**config.mk**
```make
export PLATFORM = sky130hd
export DESIGN_NAME = sync_tx_framer
export DESIGN_NICKNAME = d
export VERILOG_FILES = /design/src/rtl/sync_tx_framer.sv
export SDC_FILE = /design/constraint.sdc
export NUM_CORES = 1
export LEC_CHECK = 0
export CORE_MARGIN = 5
export CORE_UTILIZATION = 50
export CTS_CLUSTER_DIAMETER = 200
export CTS_CLUSTER_SIZE = 14
export DETAILED_ROUTE_END_ITERATION = 8
export GPL_TIMING_DRIVEN = 0
export PLACE_DENSITY = 0.74
export SLEW_MARGIN = 5
export SYNTH_ARGS = -nofsm -noshare
export SYNTH_HDL_FRONTEND = slang
export SYNTH_SLANG_ARGS = --single-unit
export TNS_END_PERCENT = 10
```
**constraint.sdc**
```tcl
create_clock -name clk -period 5.66 [get_ports clk]
set_clock_uncertainty 0.05 [all_clocks]
set_input_delay 0.566 -clock clk [delete_from_list [all_inputs] [get_ports clk]]
set_output_delay 0.566 -clock clk [all_outputs]
set_load 0.01 [all_outputs]
```
**src/rtl/sync_tx_framer.sv**
```systemverilog
module sync_tx_framer #(
  parameter int DW    = 32,
  parameter int SW    = 16,
  parameter int DLY_W = 8,
  parameter int CNT_W = 4
) (
  input  logic                   clk,
  input  logic                   rst_n,
  input  logic                   bit_en,
  input  logic                   start,
  input  logic                   sync_en,
  input  logic [$clog2(SW)-1:0]  sync_len,
  input  logic [DLY_W-1:0]       delay,
  input  logic [$clog2(DW)-1:0]  word_len,
  input  logic [CNT_W-1:0]       word_cnt,
  input  logic                   msb_first,
  input  logic                   idle_level,
  input  logic [SW-1:0]          sync_word,
  input  logic [DW-1:0]          tx_data,
  input  logic                   tx_valid,
  output logic                   tx_ready,
  output logic                   txd,
  output logic                   underrun
);
  localparam int SLW = $clog2(SW);
  localparam int WLW = $clog2(DW);

  logic             active, sync_go, hold_full, txd_r, urun_r;
  logic [DLY_W-1:0] pos;
  logic [WLW-1:0]   bidx;
  logic [CNT_W-1:0] widx;
  logic [DW-1:0]    cur, hold;

  wire              run      = bit_en & (active | start);
  wire  [DLY_W-1:0] p        = active ? pos : '0;
  wire              in_data  = p >= delay;
  wire              sync_ok  = sync_en & (DLY_W'(sync_len) < delay);
  wire              sync_on  = active ? sync_go : sync_ok;
  wire              in_sync  = sync_on & (p <= DLY_W'(sync_len));
  wire              first    = (bidx == '0);
  wire              last_bit = (bidx == word_len);
  wire              last_wd  = (widx == word_cnt);
  wire  [DW-1:0]    wsrc     = first ? (hold_full ? hold : {DW{idle_level}}) : cur;
  wire  [SLW-1:0]   sp       = p[SLW-1:0];
  wire              data_bit = msb_first ? wsrc[word_len - bidx] : wsrc[bidx];
  wire              sync_bit = msb_first ? sync_word[sync_len - sp] : sync_word[sp];
  wire              nbit     = in_data ? data_bit : (in_sync ? sync_bit : idle_level);

  assign tx_ready = ~hold_full;
  assign txd      = txd_r;
  assign underrun = urun_r;

  always_ff @(posedge clk or negedge rst_n) begin
    if (!rst_n) begin
      active    <= 1'b0;
      sync_go   <= 1'b0;
      hold_full <= 1'b0;
      txd_r     <= 1'b0;
      urun_r    <= 1'b0;
      pos       <= '0;
      bidx      <= '0;
      widx      <= '0;
      cur       <= '0;
      hold      <= '0;
    end else begin
      if (tx_valid && !hold_full) begin
        hold      <= tx_data;
        hold_full <= 1'b1;
      end
      if (run) begin
        txd_r <= nbit;
        if (!active) begin
          active  <= 1'b1;
          sync_go <= sync_ok;
        end
        pos <= in_data ? p : p + 1'b1;
        if (in_data) begin
          if (first) begin
            cur <= wsrc;
            if (hold_full) hold_full <= 1'b0;
            else           urun_r    <= 1'b1;
          end
          if (last_bit) begin
            bidx <= '0;
            if (last_wd) begin
              widx   <= '0;
              pos    <= '0;
              active <= 1'b0;
            end else begin
              widx <= widx + 1'b1;
            end
          end else begin
            bidx <= bidx + 1'b1;
          end
        end
      end else if (bit_en) begin
        txd_r <= idle_level;
      end
    end
  end
endmodule

```
==> results.md, run 1 <==
| Step | Result | This run |
|:---|:---|:---|
| run status | Result of the run | finished, final reports clean |
| yosys | Number of instances in the synthesized netlist | 618 |
| critical path | Endpoint arrival time on the critical path | 4380 ps |
| global routing | Initial antenna violation count | 0 |
| detailed routing | Routed wire length on met3 | 1.28 mm |
| sta | Final hold violations | 0 |
| sta | Post-Route Setup TNS | 0 ps |
| clocking | Cells resized by post-CTS repair | 0 |
| clocking | Post-cts hold buffer count | 0 |
| clocking | Number of buffers added for setup after CTS | 0 |
| yosys | Cell taking the most area after synthesis | sky130_fd_sc_hd__dfrtp_1 |
| yosys | Area contributors post-synth | sky130_fd_sc_hd__dfrtp_1 36%, sky130_fd_sc_hd__mux2_2 10%, sky130_fd_sc_hd__mux4_2 7.5% |
| floorplan | Initial Util | 0.504 |
| min path | Worst min path class | input port to async pin |
| clocking | Clock transition at the registers of the reported paths | 70 ps |
| yosys | Post-Syn Area | 0.00598 sq mm |
| yosys | Average cell area after synthesis | 9.68 sq um |
| detailed routing | Routed length on met2 | 8.31 mm |
| pwr | Share of power burned in combinational logic | 0.439 |
| global routing | Pin count of the biggest net entering global routing | 58 |
| yosys | Number of synthesized register bits | 86 |
| clocking | Clock tree root buffer cell | sky130_fd_sc_hd__clkbuf_16 |
| clocking | Clock tree sinks | 86 |
| detailed routing | Post-detailed-routing wire length | 17.3 mm |
| clocking | Clock tree buffer depth | 2 |
| detailed routing | Wire per inst | 20.1 microns |
| detailed routing | Length of the first detailed-routing pass in iterations | 5 |
| layout | Fraction of final layout cells sized beyond drive strength 1 | 0.151 |
| yosys | Async set-or-reset flop fraction in the synthesized netlist | 1.00 |
| global routing | Total routing resource utilization after global routing | 0.243 |
| floorplan | Area of the die | 0.0142 sq mm |
| critical path | Kind of critical path | flip-flop to flip-flop |
| pwr | Net load switching power | 0.950 mW |
| pwr | Sequential power share | 0.334 |
| clocking | Worst skew pair latency | 340 ps |
| pwr | Leak pwr | 3.13 nW |
| sta | Slew HR | 0.332 |
| sta | Worst Tran Pin Value | 999 ps |
| critical path | Worst Setup End Kind | flip-flop |
| detailed routing | Via-per-instance ratio | 6.28 |
| floorplan | Placement Rows | 40 |
| sta | Unrepaired setup endpoints after global routing | false |
| placement | Half-perimeter wire length after detailed placement | 13.2 mm |
| global routing | Wire length of the first global-routing pass | 28.1 mm |
| yosys | Synthesized net count | 720 |
| critical path | Data required time at the worst endpoint | 5840 ps |
| sta | Max-slew violations | 0 |
| yosys | Warning count from the yosys run | 0 |
| placement | Weighted congestion at the end of routability-driven global placement | 0.945 |
| floorplan | Die Width | 119 microns |
| floorplan | Core ar. | 0.0119 sq mm |
| floorplan | Vert. Die Dim | 119 microns |
| clocking | Clock tree from TritonCTS | yes |
| detailed routing | DRT iter0 DRCs | 509 |
| pwr | Cell Pwr Density | 371 mW/mm^2 |
| detailed routing | DRC violations left | 0 |
| pwr | Part of the power in the clock network | 0.227 |
| critical path | Startpoint type of the worst setup path | flip-flop |
| detailed routing | Post-route ant nets | 0 |
| floorplan | I/O pin count | 80 |
| yosys | Portion of synthesized cell area occupied by the leading cell type | 0.360 |
| yosys | Post-synth EDFFs | 0 |
| placement | Number of buffers inserted by port buffering | 78 |
| layout | Final-stage net count | 810 |
| flow run | # Max-Cap Violations | 0 |
| placement | Inst Count DP | 844 |
| global routing | Via count of the first global-routing pass | 5,384 |
| sta | Period utilisation layout | 0.743 |
| pwr | Total internal power | 1.75 mW |
| detailed routing | Top layer in use | met4 |
| pwr | Sw frac | 0.352 |
| sta | Final-report setup violation count | 0 |
| layout | Synth-to-layout area growth | 21.6% |
| pwr | Max IR drop VDD | 0.000215 V |
| yosys | Share of synthesized area occupied by flip-flops and latches | 0.360 |
| sta | Highest Clock Rate | 238 MHz |
| critical path | Critical Path Fanout Max | 10 |
| detailed routing | Sum of routed wire segments on met1 | 7.38 mm |
| detailed routing | Routed vias | 5,404 |
| clocking | CTS HTree Levels | 3 |
| sta | Shortest clock period the worst path allows after layout | 4210 ps |
| layout | Number of antenna diodes | 0 |
| yosys | Distinct cell type count of the synthesized netlist | 66 |
| global routing | Sum of overflow across all layers after global routing | 0 |
| clocking | Inserted Clock Buffers | 9 |
| yosys | Top FF cell, synth | sky130_fd_sc_hd__dfrtp_1 |
| layout | Final Instance Count excl. Fillers | 860 |
[metrics by stage]
stage | power [mW] | setup WS (ps) | instance area (sq um) | util | hold slack [ps]
3_5_place_dp | 2.07 | 1370 | 6970 | 0.588 | 398
5_1_grt | 2.84 | 1310 | 7270 | 0.613 | 145
2_1_floorplan | 1.72 | 2490 | 5980 | - | 220
3_3_place_gp | 2.03 | 839 | 6950 | 0.586 | 390
6_report | 2.70 | 1450 | 7270 | 0.613 | 108
4_1_cts | 2.68 | 1590 | 7270 | 0.613 | 127
[routing by layer]
metal  up-vias  track usage
met5         -            0
met4         0       0.0594
met3        35       0.0442
met2       262        0.405
met1      2653        0.330
li1       2454            -
[cells in the final DEF, fill, tap and decap left out, types with 20 or more instances in the layout]
cell                              instances
sky130_fd_sc_hd__nand2_1                103
sky130_fd_sc_hd__nor2_1                  20
sky130_fd_sc_hd__dfrtp_1                 86
sky130_fd_sc_hd__o21ai_0                 46
sky130_fd_sc_hd__mux2i_1                 24
sky130_fd_sc_hd__ha_1                    23
sky130_fd_sc_hd__a21oi_1                 22
sky130_fd_sc_hd__mux4_2                  20
sky130_fd_sc_hd__mux2_2                  53
sky130_fd_sc_hd__clkdlybuf4s50_1         77
sky130_fd_sc_hd__inv_1                   24
sky130_fd_sc_hd__clkbuf_1                28
[final timing paths]
path	startpoint	endpoint	slack, ps	cells past startpoint
min in group clk	underrun	underrun	410	1
hold / removal	rst_n	widx[3]	110	1
max in group asynchronous	rst_n	hold[6]	4820	2
setup reg to reg	bidx[1]	cur[22]	1450	11
setup / recovery	bidx[1]	cur[22]	1450	11
hold reg to reg	underrun	underrun	410	1
[synthesized netlist by cell type, types with 11 or more instances]
cell                       instances
sky130_fd_sc_hd__mux2i_1          24
sky130_fd_sc_hd__a21oi_1          22
sky130_fd_sc_hd__inv_1            24
sky130_fd_sc_hd__and2_1           11
sky130_fd_sc_hd__nor2_1           20
sky130_fd_sc_hd__dfrtp_1          86
sky130_fd_sc_hd__nand2_1         103
sky130_fd_sc_hd__clkbuf_1         26
sky130_fd_sc_hd__mux2_2           53
sky130_fd_sc_hd__mux4_2           20
sky130_fd_sc_hd__ha_1             23
sky130_fd_sc_hd__a211oi_1         15
sky130_fd_sc_hd__o21ai_0          46
[power by group through the flow]
| stage | logic, mW | clock network, mW | registers, mW |
|---|---|---|---|
| after floorplan | 0.855 | 0 | 0.864 |
| after global placement | 1.13 | 0 | 0.900 |
| after detailed placement | 1.16 | 0 | 0.909 |
| after CTS | 1.17 | 0.612 | 0.898 |
| after global routing | 1.28 | 0.637 | 0.921 |
| final | 1.18 | 0.613 | 0.900 |
[final cells by class]
type,count,area [sq um]
inverter,26,97.6
sequential,86,2150
clock buffer,13,260
timing repair buffer,79,806
multi-input combinational,467,3560
tap,147,184
clock inverter,3,42.5
buffer,39,175
fill,1020,4590
[worst max-delay path, stage by stage (launching register included)]
cell	delay, ps
sky130_fd_sc_hd__dfrtp_1	390
sky130_fd_sc_hd__clkbuf_1	230
sky130_fd_sc_hd__inv_1	320
sky130_fd_sc_hd__ha_1	230
sky130_fd_sc_hd__nor4b_2	800
sky130_fd_sc_hd__clkbuf_1	570
sky130_fd_sc_hd__clkbuf_1	530
sky130_fd_sc_hd__nand2_1	160
sky130_fd_sc_hd__buf_2	260
sky130_fd_sc_hd__clkbuf_1	300
sky130_fd_sc_hd__nand2_1	170
sky130_fd_sc_hd__nand2_1	70
[sequential cells by signal (all words and copies together) (netlist names)]
register   flops
cur           32
hold          32
pos            8
bidx           5
widx           4
active         1
hold_full      1
sync_go        1
txd            1
underrun       1
[cells by family after synthesis]
kind of cell | after synthesis | synth area share
and+or+nand+nor | 190 | 0.149
xor gates and xnor gates | 11 | 0.0174
DFF | 86 | 0.360
adders and majority gates | 25 | 0.0548
muxes | 97 | 0.215
AOI/OAI and AO/OA | 144 | 0.158
buffers and inverters | 65 | 0.0456
Note: power is estimated with default switching activity, not from simulation.
==> run 2: changes to the inputs <==
==> constraint.sdc (replaced) <==
create_clock -name clk -period 4.35 [get_ports clk]
set_clock_uncertainty 0.05 [all_clocks]
set_input_delay 0.435 -clock clk [delete_from_list [all_inputs] [get_ports clk]]
set_output_delay 0.435 -clock clk [all_outputs]
set_load 0.01 [all_outputs]
==> run 2 against run 1 <==
Net effect: combinational power is 31% higher; non-clock buffer count is 1 higher; core utilization is 0.16 points higher; final cell count is 0.12% higher; register-to-register slack worse by 1200 ps; routed wire length is 0.16% lower; critical endpoint is now txd.
==> results.md, run 2 (synthesis results as in run 1) <==
| Step | Result | This run | Change |
|:---|:---|:---|:---|
| run status | Result of the run | finished, final reports clean |  |
| critical path | Startpoint type of the worst setup path | flip-flop |  |
| critical path | Worst-path cell chain | clkbuf_1 > inv_1 > fa_1 > xnor2_2 > clkbuf_1 > mux2i_1 > o21ai_0 > o2111ai_1 > a31oi_1 > nor4_2 |  |
| pwr | Share of power burned in combinational logic | 0.440 | about the same |
| flow run | # Max-Cap Violations | 0 | unchanged |
| clocking | Inserted Clock Buffers | 9 | unchanged |
| pwr | Total internal power | 2.28 mW | +30% |
| clocking | Clock tree root buffer cell | sky130_fd_sc_hd__clkbuf_16 |  |
| pwr | Net load switching power | 1.24 mW | +30% |
| placement | Inst Count DP | 844 | unchanged |
| detailed routing | Post-route ant nets | 0 | unchanged |
| floorplan | I/O pin count | 80 | unchanged |
| layout | Final Instance Count excl. Fillers | 861 | +0.12% |
| sta | Slew HR | 0.383 | +0.0502 |
| critical path | Buffers plus inverters on the worst setup path | 3 | -3 |
| layout | Most common cell after layout, fill and taps aside | sky130_fd_sc_hd__nand2_1 |  |
| global routing | Pin count of the biggest net entering global routing | 58 | unchanged |
| detailed routing | Wire per inst | 20.0 microns | -0.27% |
| pwr | Sw frac | 0.352 | about the same |
| detailed routing | Length of the first detailed-routing pass in iterations | 5 | unchanged |
| pwr | Max IR drop VDD | 0.000281 V | +31% |
| sta | Shortest clock period the worst path allows after layout | 4060 ps | -150 ps |
| clocking | Clock transition at the registers of the reported paths | 60 ps | about the same |
| critical path | Kind of cell adding the most delay to the critical path | buffers and inverters |  |
| sta | Final hold violations | 0 | unchanged |
| clocking | Clock tree from TritonCTS | yes |  |
| clocking | Worst skew pair latency | 340 ps | about the same |
| floorplan | Core ar. | 0.0119 sq mm | unchanged |
| global routing | Via count of the first global-routing pass | 5,386 | +0.037% |
| layout | Final Core Density | 0.615 | +0.00158 |
| sta | Period utilisation layout | 0.933 | +0.189 |
| global routing | Initial antenna violation count | 0 | unchanged |
| critical path | CP max stage cell | sky130_fd_sc_hd__xnor2_2 |  |
| sta | Highest Clock Rate | 247 MHz | +3.7% |
| floorplan | Placement Rows | 40 | unchanged |
| min path | Worst min path class | flip-flop to flip-flop |  |
| placement | Weighted congestion at the end of routability-driven global placement | 0.945 | unchanged |
| sta | Worst Tran Pin Value | 922 ps | -77.2 ps |
| layout | Fraction of final layout cells sized beyond drive strength 1 | 0.151 | -0.000212 |
| sta | Max-slew violations | 0 | unchanged |
| detailed routing | DRT iter0 DRCs | 547 | +7.5% |
| critical path | Data required time at the worst endpoint | 4550 ps | -1290 ps |
| floorplan | Die Width | 119 microns | unchanged |
| critical path | Highest cell delay on the worst timing path | 770 ps | -30 ps |
| critical path | Endpoint arrival time on the critical path | 4250 ps | -130 ps |
| critical path | Worst Setup End Kind | flip-flop |  |
| detailed routing | Routed vias | 5,405 | +0.019% |
| layout | Synth-to-layout area growth | 21.9% |  |
| clocking | Clock tree sinks | 86 | unchanged |
| detailed routing | Post-detailed-routing wire length | 17.3 mm | -0.16% |
| layout | Final-stage net count | 811 | +0.12% |
| sta | Final-report setup violation count | 0 | unchanged |
| floorplan | Vert. Die Dim | 119 microns | unchanged |
| layout | Commonest cells after routing, fill and taps aside | 103 x sky130_fd_sc_hd__nand2_1, 86 x sky130_fd_sc_hd__dfrtp_1, 77 x sky130_fd_sc_hd__clkdlybuf4s50_1, 53 x sky130_fd_sc_hd__mux2_2, 46 x sky130_fd_sc_hd__o21ai_0 |  |
| layout | Number of antenna diodes | 0 | unchanged |
| floorplan | Area of the die | 0.0142 sq mm | unchanged |
| clocking | Number of buffers added for setup after CTS | 0 | unchanged |
| layout | Largest registers ranked by flip-flop count | cur x32, hold x32, pos x8 |  |
| pwr | Leak pwr | 3.15 nW | +0.50% |
| clocking | CTS HTree Levels | 3 | unchanged |
| critical path | Cell mode on critical path | sky130_fd_sc_hd__clkbuf_1 |  |
| sta | Unrepaired setup endpoints after global routing | false |  |
| pwr | Part of the power in the clock network | 0.226 | about the same |
| global routing | Total routing resource utilization after global routing | 0.243 | unchanged |
| critical path | Kind of critical path | flip-flop to flip-flop |  |
| clocking | Clock tree buffer depth | 2 | unchanged |
| pwr | Cell Pwr Density | 482 mW/mm^2 | +30% |
| global routing | Sum of overflow across all layers after global routing | 0 | unchanged |
| floorplan | Initial Util | 0.504 | unchanged |
| detailed routing | Via-per-instance ratio | 6.28 | about the same |
| placement | Half-perimeter wire length after detailed placement | 13.2 mm | unchanged |
| detailed routing | DRC violations left | 0 | unchanged |
| global routing | Wire length of the first global-routing pass | 28.1 mm | unchanged |
| pwr | Sequential power share | 0.333 | about the same |
| placement | Number of buffers inserted by port buffering | 78 | unchanged |
| critical path | Critical Path Fanout Max | 10 | unchanged |
-- run 2: stage by stage --
stage | setup WS (ps) | power [mW] | cell area [sq um] | setup TNS, ps | hold slack, ps
6_report | 293 | 3.51 | 7290 | 0 | 408
5_1_grt | 39.8 | 3.70 | 7290 | 0 | 433
4_1_cts | 280 | 3.49 | 7280 | 0 | 412
3_5_place_dp | 187 | 2.69 | 6970 | 0 | 353
3_3_place_gp | -340 | 2.65 | 6950 | -28680 | 390
2_1_floorplan | 1200 | 2.24 | 5980 | 0 | 89.4
-- run 2: final timing paths --
check / from / endpoint / slack [ps] / cells past startpoint
setup / recovery: bidx[1] / txd / 290 / 10
hold / removal: underrun / underrun / 410 / 1
setup reg to reg: bidx[1] / txd / 290 / 10
hold reg to reg: underrun / underrun / 410 / 1
max in group asynchronous: rst_n / hold_full / 3090 / 3
min in group asynchronous: rst_n / widx[3] / 530 / 2
-- run 2: per-layer routing --
metal | global-route usage | part of all wire | up-vias | routed length (microns)
li1 | - | - | 2455 | -
met1 | 0.330 | 0.43 | 2658 | 7400
met2 | 0.405 | 0.48 | 250 | 8270
met3 | 0.0442 | 0.071 | 42 | 1220
met4 | 0.0594 | 0.021 | 0 | 366
met5 | 0 | 0 | - | 0
-- run 2: area by class of cell --
cell class / count / area (sq um)
plain buffers: 39 / 175
clock buffers: 13 / 260
clock inverters: 3 / 42.5
fillers: 1019 / 4570
inverters: 26 / 97.6
multi-input cells: 467 / 3560
flip-flops and latches: 86 / 2150
well taps: 147 / 184
repair buffers: 80 / 816
-- run 2: what timing repair did --
| item | in CTS | in global routing |
|---|---|---|
| endpoints found under the hold margin | 3 | 0 |
| endpoints found under the setup margin | 0 | 1 |
| hold buffers | 1 | 0 |
| resized for setup | 0 | 1 |
-- run 2: worst reg2reg max path, cell delays in order (launching register included) --
cell	delay (ps)
sky130_fd_sc_hd__dfrtp_1	360
sky130_fd_sc_hd__clkbuf_1	350
sky130_fd_sc_hd__inv_1	280
sky130_fd_sc_hd__fa_1	540
sky130_fd_sc_hd__xnor2_2	770
sky130_fd_sc_hd__clkbuf_1	590
sky130_fd_sc_hd__mux2i_1	260
sky130_fd_sc_hd__o21ai_0	120
sky130_fd_sc_hd__o2111ai_1	280
sky130_fd_sc_hd__a31oi_1	150
sky130_fd_sc_hd__nor4_2	220
-- run 2: power by group through the flow --
stage,Combinational [mW],Sequential [mW],Clock (mW)
2_1_floorplan,1.11,1.12,0
6_report,1.55,1.17,0.795
5_1_grt,1.67,1.20,0.829
3_5_place_dp,1.51,1.18,0
4_1_cts,1.52,1.17,0.796
3_3_place_gp,1.47,1.17,0
==> run 3: changes to the inputs <==
--- a/config.mk
+++ b/config.mk
@@ -12,7 +12,7 @@
 export DETAILED_ROUTE_END_ITERATION = 8
 export GPL_TIMING_DRIVEN = 0
 export PLACE_DENSITY = 0.74
-export SLEW_MARGIN = 5
+export SLEW_MARGIN = 20
 export SYNTH_ARGS = -nofsm -noshare
 export SYNTH_HDL_FRONTEND = slang
 export SYNTH_SLANG_ARGS = --single-unit
==> results of run 3 <==
No change in the layout: final DEF, timing and power equal those of run 2.
